--- config.mk ---
export PLATFORM = sky130hd
export DESIGN_NAME = spi_byte_port
export DESIGN_NICKNAME = d
export VERILOG_FILES = /design/src/rtl/spi_port_pkg.sv /design/src/rtl/spi_port_sync.sv /design/src/rtl/spi_port_front.sv /design/src/rtl/spi_port_rx.sv /design/src/rtl/spi_port_tx.sv /design/src/rtl/spi_byte_port.sv
export SDC_FILE = /design/constraint.sdc
export NUM_CORES = 1
export LEC_CHECK = 0
export ABC_AREA = 1
export BUFFER_PORTS_ARGS = -buffer_cell sky130_fd_sc_hd__buf_2
export CAP_MARGIN = 10
export CORE_UTILIZATION = 58
export DETAILED_ROUTE_END_ITERATION = 16
export GPL_ROUTABILITY_DRIVEN = 0
export PLACE_DENSITY = 0.77
export SYNTH_ARGS = -nofsm -noshare
export SYNTH_HDL_FRONTEND = slang
export SYNTH_SLANG_ARGS = --single-unit
--- constraint.sdc ---
create_clock -name clk_i -period 2.6 [get_ports clk_i]
set_clock_uncertainty 0.2 [all_clocks]
set_input_delay 0.13 -clock clk_i [delete_from_list [all_inputs] [get_ports clk_i]]
set_output_delay 0.13 -clock clk_i [all_outputs]
set_load 0.02 [all_outputs]
--- src/rtl/spi_port_pkg.sv ---
package spi_port_pkg;

    // Decoded view of the synchronised serial pins, one system cycle wide
    typedef struct packed {
        logic mosi;    // synchronised data line
        logic cs_n;    // synchronised select level
        logic rise;    // serial clock went low -> high
        logic fall;    // serial clock went high -> low
        logic cs_end;  // select went low -> high
    } spi_line_t;

endpackage

--- src/rtl/spi_port_sync.sv ---
module spi_port_sync #(
    parameter int unsigned          WIDTH   = 1,
    parameter int unsigned          STAGES  = 2,
    parameter logic [WIDTH-1:0]     RST_VAL = '0
) (
    input  logic             clk_i,
    input  logic             rst_ni,
    input  logic [WIDTH-1:0] d_i,
    output logic [WIDTH-1:0] q_o
);

    if (STAGES == 0) begin : g_bypass
        assign q_o = d_i;
    end else begin : g_chain
        logic [STAGES-1:0][WIDTH-1:0] chain_d, chain_q;

        always_comb begin
            chain_d[0] = d_i;
            for (int i = 1; i < STAGES; i++) begin
                chain_d[i] = chain_q[i-1];
            end
        end

        always_ff @(posedge clk_i or negedge rst_ni) begin
            if (!rst_ni) begin
                chain_q <= {STAGES{RST_VAL}};
            end else begin
                chain_q <= chain_d;
            end
        end

        assign q_o = chain_q[STAGES-1];
    end

endmodule

--- src/rtl/spi_port_front.sv ---
module spi_port_front
    import spi_port_pkg::*;
#(
    parameter int unsigned STAGES = 2
) (
    input  logic      clk_i,
    input  logic      rst_ni,
    input  logic      cs_ni,
    input  logic      sck_i,
    input  logic      mosi_i,
    output spi_line_t line_o
);

    localparam int unsigned PIN_W = 3;
    localparam int unsigned CS_B  = 2;
    localparam int unsigned SCK_B = 1;
    localparam int unsigned DAT_B = 0;

    typedef struct packed {
        logic sck;
        logic cs_n;
    } prev_t;

    logic [PIN_W-1:0] raw_pins;
    logic [PIN_W-1:0] sync_pins;
    prev_t            prev_d, prev_q;

    assign raw_pins = {cs_ni, sck_i, mosi_i};

    spi_port_sync #(
        .WIDTH   (PIN_W),
        .STAGES  (STAGES),
        .RST_VAL (3'b100)
    ) u_sync (
        .clk_i  (clk_i),
        .rst_ni (rst_ni),
        .d_i    (raw_pins),
        .q_o    (sync_pins)
    );

    always_comb begin
        prev_d.sck  = sync_pins[SCK_B];
        prev_d.cs_n = sync_pins[CS_B];
    end

    always_ff @(posedge clk_i or negedge rst_ni) begin
        if (!rst_ni) begin
            prev_q <= '{sck: 1'b0, cs_n: 1'b1};
        end else begin
            prev_q <= prev_d;
        end
    end

    always_comb begin
        line_o.mosi   = sync_pins[DAT_B];
        line_o.cs_n   = sync_pins[CS_B];
        line_o.rise   = sync_pins[SCK_B] & ~prev_q.sck;
        line_o.fall   = ~sync_pins[SCK_B] & prev_q.sck;
        line_o.cs_end = sync_pins[CS_B] & ~prev_q.cs_n;
    end

endmodule

--- src/rtl/spi_port_rx.sv ---
module spi_port_rx
    import spi_port_pkg::*;
#(
    parameter int unsigned DATA_W      = 8,
    parameter int unsigned FLAG_CYCLES = 4
) (
    input  logic              clk_i,
    input  logic              rst_ni,
    input  spi_line_t         line_i,
    output logic [DATA_W-1:0] rx_data_o,
    output logic              rx_valid_o
);

    localparam int unsigned         BIT_W     = $clog2(DATA_W);
    localparam int unsigned         HOLD_W    = $clog2(FLAG_CYCLES + 1);
    localparam logic [BIT_W-1:0]    LAST_BIT  = BIT_W'(DATA_W - 1);
    localparam logic [HOLD_W-1:0]   HOLD_INIT = HOLD_W'(FLAG_CYCLES - 1);

    typedef struct packed {
        logic [DATA_W-1:0] shift;
        logic [BIT_W-1:0]  bit_cnt;
        logic [DATA_W-1:0] data;
        logic              valid;
        logic [HOLD_W-1:0] hold;
    } rx_state_t;

    rx_state_t s_d, s_q;
    logic [DATA_W-1:0] shifted;

    assign shifted = {s_q.shift[DATA_W-2:0], line_i.mosi};

    always_comb begin
        s_d = s_q;
        // flag stretch countdown
        if (s_q.valid) begin
            if (s_q.hold == '0) begin
                s_d.valid = 1'b0;
            end else begin
                s_d.hold = s_q.hold - HOLD_W'(1);
            end
        end
        // serial capture
        if (line_i.cs_n) begin
            s_d.shift   = '0;
            s_d.bit_cnt = '0;
        end else if (line_i.rise) begin
            s_d.shift = shifted;
            if (s_q.bit_cnt == LAST_BIT) begin
                s_d.bit_cnt = '0;
                s_d.data    = shifted;
                s_d.valid   = 1'b1;
                s_d.hold    = HOLD_INIT;
            end else begin
                s_d.bit_cnt = s_q.bit_cnt + BIT_W'(1);
            end
        end
    end

    always_ff @(posedge clk_i or negedge rst_ni) begin
        if (!rst_ni) begin
            s_q <= '0;
        end else begin
            s_q <= s_d;
        end
    end

    assign rx_data_o  = s_q.data;
    assign rx_valid_o = s_q.valid;


    rx_rise_src_chk: assert property (@(posedge clk_i) disable iff (!rst_ni)
        $rose(s_q.valid) |-> ($past(line_i.rise) && !$past(line_i.cs_n)));


    rx_flag_len_chk: assert property (@(posedge clk_i) disable iff (!rst_ni)
        $fell(s_q.valid) |-> ($past(s_q.hold) == '0));


    rx_cs_clear_chk: assert property (@(posedge clk_i) disable iff (!rst_ni)
        line_i.cs_n |=> (s_q.bit_cnt == '0));

endmodule

--- src/rtl/spi_port_tx.sv ---
module spi_port_tx
    import spi_port_pkg::*;
#(
    parameter int unsigned DATA_W = 8
) (
    input  logic              clk_i,
    input  logic              rst_ni,
    input  spi_line_t         line_i,
    input  logic              send_req_i,
    input  logic [DATA_W-1:0] send_data_i,
    output logic              miso_o,
    output logic              tx_busy_o
);

    localparam int unsigned      BIT_W    = $clog2(DATA_W);
    localparam logic [BIT_W-1:0] LAST_BIT = BIT_W'(DATA_W - 1);

    typedef struct packed {
        logic [DATA_W-1:0] shift;
        logic [BIT_W-1:0]  rise_cnt;
        logic              busy;
        logic              req_prev;
    } tx_state_t;

    tx_state_t s_d, s_q;
    logic      req_rise;
    logic      active;

    assign req_rise = send_req_i & ~s_q.req_prev;
    assign active   = ~line_i.cs_n;

    always_comb begin
        s_d          = s_q;
        s_d.req_prev = send_req_i;
        if (line_i.cs_end) begin
            s_d.busy     = 1'b0;
            s_d.rise_cnt = '0;
        end else if (s_q.busy) begin
            if (active && line_i.rise) begin
                if (s_q.rise_cnt == LAST_BIT) begin
                    s_d.busy     = 1'b0;
                    s_d.rise_cnt = '0;
                end else begin
                    s_d.rise_cnt = s_q.rise_cnt + BIT_W'(1);
                end
            end else if (active && line_i.fall && (s_q.rise_cnt != '0)) begin
                s_d.shift = {s_q.shift[DATA_W-2:0], 1'b0};
            end
        end else if (req_rise) begin
            s_d.busy     = 1'b1;
            s_d.shift    = send_data_i;
            s_d.rise_cnt = '0;
        end
    end

    always_ff @(posedge clk_i or negedge rst_ni) begin
        if (!rst_ni) begin
            s_q <= '0;
        end else begin
            s_q <= s_d;
        end
    end

    assign miso_o    = s_q.busy ? s_q.shift[DATA_W-1] : 1'b0;
    assign tx_busy_o = s_q.busy;


    tx_load_chk: assert property (@(posedge clk_i) disable iff (!rst_ni)
        (send_req_i && !s_q.req_prev && !s_q.busy && !line_i.cs_end)
        |=> (s_q.busy && (miso_o == $past(send_data_i[DATA_W-1]))));


    tx_hold_chk: assert property (@(posedge clk_i) disable iff (!rst_ni)
        (s_q.busy && !line_i.fall) |=> (s_q.shift == $past(s_q.shift)));


    tx_end_chk: assert property (@(posedge clk_i) disable iff (!rst_ni)
        $fell(s_q.busy) |-> ($past(line_i.cs_end) || $past(line_i.rise)));

endmodule

--- src/rtl/spi_byte_port.sv ---
module spi_byte_port
    import spi_port_pkg::*;
#(
    parameter int unsigned DATA_W         = 8,
    parameter int unsigned SYNC_STAGES    = 2,
    parameter int unsigned RX_FLAG_CYCLES = 4
) (
    input  logic              clk_i,
    input  logic              rst_ni,
    input  logic              cs_ni,
    input  logic              sck_i,
    input  logic              mosi_i,
    output logic              miso_o,
    output logic [DATA_W-1:0] rx_data_o,
    output logic              rx_valid_o,
    input  logic              send_req_i,
    input  logic [DATA_W-1:0] send_data_i,
    output logic              tx_busy_o
);

    spi_line_t line;

    spi_port_front #(
        .STAGES (SYNC_STAGES)
    ) u_front (
        .clk_i  (clk_i),
        .rst_ni (rst_ni),
        .cs_ni  (cs_ni),
        .sck_i  (sck_i),
        .mosi_i (mosi_i),
        .line_o (line)
    );

    spi_port_rx #(
        .DATA_W      (DATA_W),
        .FLAG_CYCLES (RX_FLAG_CYCLES)
    ) u_rx (
        .clk_i      (clk_i),
        .rst_ni     (rst_ni),
        .line_i     (line),
        .rx_data_o  (rx_data_o),
        .rx_valid_o (rx_valid_o)
    );

    spi_port_tx #(
        .DATA_W (DATA_W)
    ) u_tx (
        .clk_i       (clk_i),
        .rst_ni      (rst_ni),
        .line_i      (line),
        .send_req_i  (send_req_i),
        .send_data_i (send_data_i),
        .miso_o      (miso_o),
        .tx_busy_o   (tx_busy_o)
    );

endmodule

==> impl_metrics.ini <==
[setup_path]
cp_cell_sequence = ha_1, ha_1, nand2_1, o211ai_1
cp-start-kind = register
r2r-start = u_rx.s_q[12]
cp-end-kind = register
slowest_delay_ps = 560
cp.required_ps = 2610
worstPathArrival_ps = 1940
reg2reg_depth = 4
cp_common_cell = ha_1
worst-setup-path-type = register to register
critPathMaxFanout = 20
rrSetupSlack_ps = 670
slowest_stage = nand2_1
rr_endpoint = u_rx.s_q[1]

[drt]
wire_per_inst_um = 13.0
drt-total-wl_um = 3650
viasPerCell = 5.19
drtIter0Drc = 96
vias = 1453
final_antenna_net_count = 0
dr.pass1.iters = 4
drc = 0

[placement]
port_buffers = 24
dp_slack_ps = 674
hpwl_um = 2330

[floorplanning]
start_util_pct = 62.5
fp.dieH_um = 59.8
die-area_um2 = 3580
ios = 25
core_area_um2 = 3100
chipWidth_um = 59.8
row_count = 20

[clocking]
ctsResizeCount = 0
post_cts_buffers = 0
insertion_delay_ps = 360
htree_levels = 2
cts_root_buffer = clkbuf_4
cts_buffers = 5
clockBufferDepth = 2
clock_sinks = 43
clkTransAtPathRegs_ps = 120
cts_tree = built

[worst_hold_path]
hp-class = register to register
whs_endpoint = u_front.u_sync.q_o[1]
hp-start = u_front.u_sync.g_chain.chain_d[4]
hold_depth = 0

[synthesis]
synth-async-reset-ratio_pct = 100
synth-seq-cells = 43
synth-warning-count = 0
yosys.area_share.simple_pct = 21.6
synthCells = 202
synth_compound_area_share_pct = 8.78
syn_area_per_cell_um2 = 9.59
synthesis.area_um2 = 1940
syn_nets = 223
ys_types = 25
synthFlopType = dfrtp_1
synth_xor_area_share_pct = 0
synth_mux_area_share_pct = 0
synth_top_family_by_area = simple AND/OR/NAND/NOR gates
ys_seq_area_share_pct = 55.7
synthAdderAreaFrac_pct = 4.52
synth_edf_count = 0

[outcome]
status = finished, final reports clean

[global_routing]
antenna_found_initial = 0
grt_pass1_wl_um = 6040
grt_max_degree = 44
grt-ovfl-total = 0
grt_use_total_pct = 23.7
grt_pass1_vias = 1415

[timing]
period_share_pct = 74.4
rsz0062_at_grt = no
hold_viol_final = 0
max_freq_ghz = 0.517
relSlewSlack_pct = 38.2
drv_slew = 0
setup_slack_ps = 666
final.min_clock_period_ps = 1930
tightestPinTransition_ps = 927
final-setup-viol-count = 0
fin_tns_setup_ps = 0

[power_and_ir_drop]
power_leakage_nw = 1.20
vdd_ir_drop_max_v = 0.000357
power_density_nw_per_um2 = 585

[final_layout]
nets = 256
antenna_cells = 0
syn_to_final_growth_pct = 15.9
drive_gt1_share_pct = 23.3
layout_commonest_cell = nand2_1
layout_common_cells = 58 x nand2_1, 40 x dfrtp_1, 24 x inv_1, 24 x buf_2, 21 x nand3_1

[run]
maxCapViolations = 0
==> cell type report <==
| class | instances | area (um2) |
|---|---|---|
| clock inverter | 2 | 35.0 |
| fill | 250 | 857 |
| sequential | 43 | 1080 |
| clock buffer | 6 | 51.3 |
| multi-input combinational | 122 | 677 |
| timing repair buffer | 37 | 250 |
| tap | 44 | 55.1 |
| inverter | 26 | 97.6 |
==> metrics by stage <==
step                hold WS, ps  total power, mW  cell area [um2]  instances  utilization (%)
floorplan                  -366            0.818             1940        202                -
global placement           34.4            0.857             2030        259             65.4
detailed placement         37.2            0.866             2030        259             65.4
CTS                         164             1.33             2250        280             72.4
global route                168             1.37             2250        280             72.4
finish                      163             1.31             2250        280             72.4
==> worst max-delay path: cells and delay by family (launching register included) <==
| kind | cells | cell delay, ps |
|---|---|---|
| compound gates | 1 | 170 |
| simple gates | 1 | 560 |
| flops | 1 | 420 |
| fa+ha+maj | 2 | 420 |
==> per-layer routing <==
layer  up-vias  global-route usage [%]  routed length, um
li1        708                       -                  -
met1       686                    28.6               1530
met2        44                    38.1               1830
met3        15                    5.41                164
met4         0                    15.3                130
met5         -                       0                  0
==> sequential cells by signal, summed over array words and instances (netlist names) <==
signal,cells
u_rx.s_q,13
u_tx.s_q,12
u_rx.rx_data_o,8
u_front.u_sync.g_chain.chain_d,3
u_front.u_sync.q_o,3
u_front.prev_q,2
u_rx.rx_valid_o,1
u_tx.tx_busy_o,1
==> cell families (layout without fill, tap and decap cells) <==
kind of cell | after synthesis | count (layout)
simple gates | 93 | 93
fa+ha+maj | 7 | 7
flops | 43 | 43
buf+inv | 37 | 71
compound gates | 22 | 22
==> where the power goes <==
group	leakage (nW)	switching, mW	internal, mW
Sequential	0.569	0.0255	0.705
Clock	0.0482	0.215	0.227
Combinational	0.581	0.0889	0.0524
==> worst max path at each step <==
stage | from | slack, ps | endpoint | cells after the start
detailed placement | u_rx.s_q[12] | 670 | u_rx.s_q[1] | 4
global route | u_rx.s_q[12] | 530 | u_rx.rx_data_o[6] | 5
finish | u_rx.s_q[12] | 670 | u_rx.s_q[1] | 4
global placement | u_rx.s_q[12] | 750 | u_rx.s_q[1] | 4
CTS | u_rx.s_q[12] | 630 | u_rx.rx_data_o[6] | 5
floorplan | u_rx.s_q[0] | 1140 | u_rx.s_q[0] | 6
==> repair_timing <==
item | in CTS | in global routing
setup endpoints to repair | 0 | 0
hold endpoints to repair | 52 | 0
hold buffers | 13 | 0
==> cells in the mapped netlist, types with 2 or more instances <==
| cell type | n | share of area [%] |
|---|---|---|
| inv_2 | 2 | 0.39 |
| o21ai_0 | 2 | 0.52 |
| o31ai_1 | 2 | 0.77 |
| buf_4 | 9 | 3.5 |
| dfrtp_1 | 40 | 52 |
| nand4_1 | 3 | 0.97 |
| nand2_2 | 2 | 0.65 |
| nand2_1 | 58 | 11 |
| inv_1 | 24 | 4.6 |
| o22ai_1 | 7 | 2.3 |
| ha_1 | 7 | 4.5 |
| dfstp_2 | 3 | 4.1 |
| nor2_2 | 2 | 0.65 |
| nand3_1 | 21 | 5.4 |
| or2_2 | 2 | 0.65 |
| o21ai_2 | 8 | 3.6 |
| nor2_1 | 2 | 0.39 |
No activity file was read; power rests on OpenSTA's default activity.
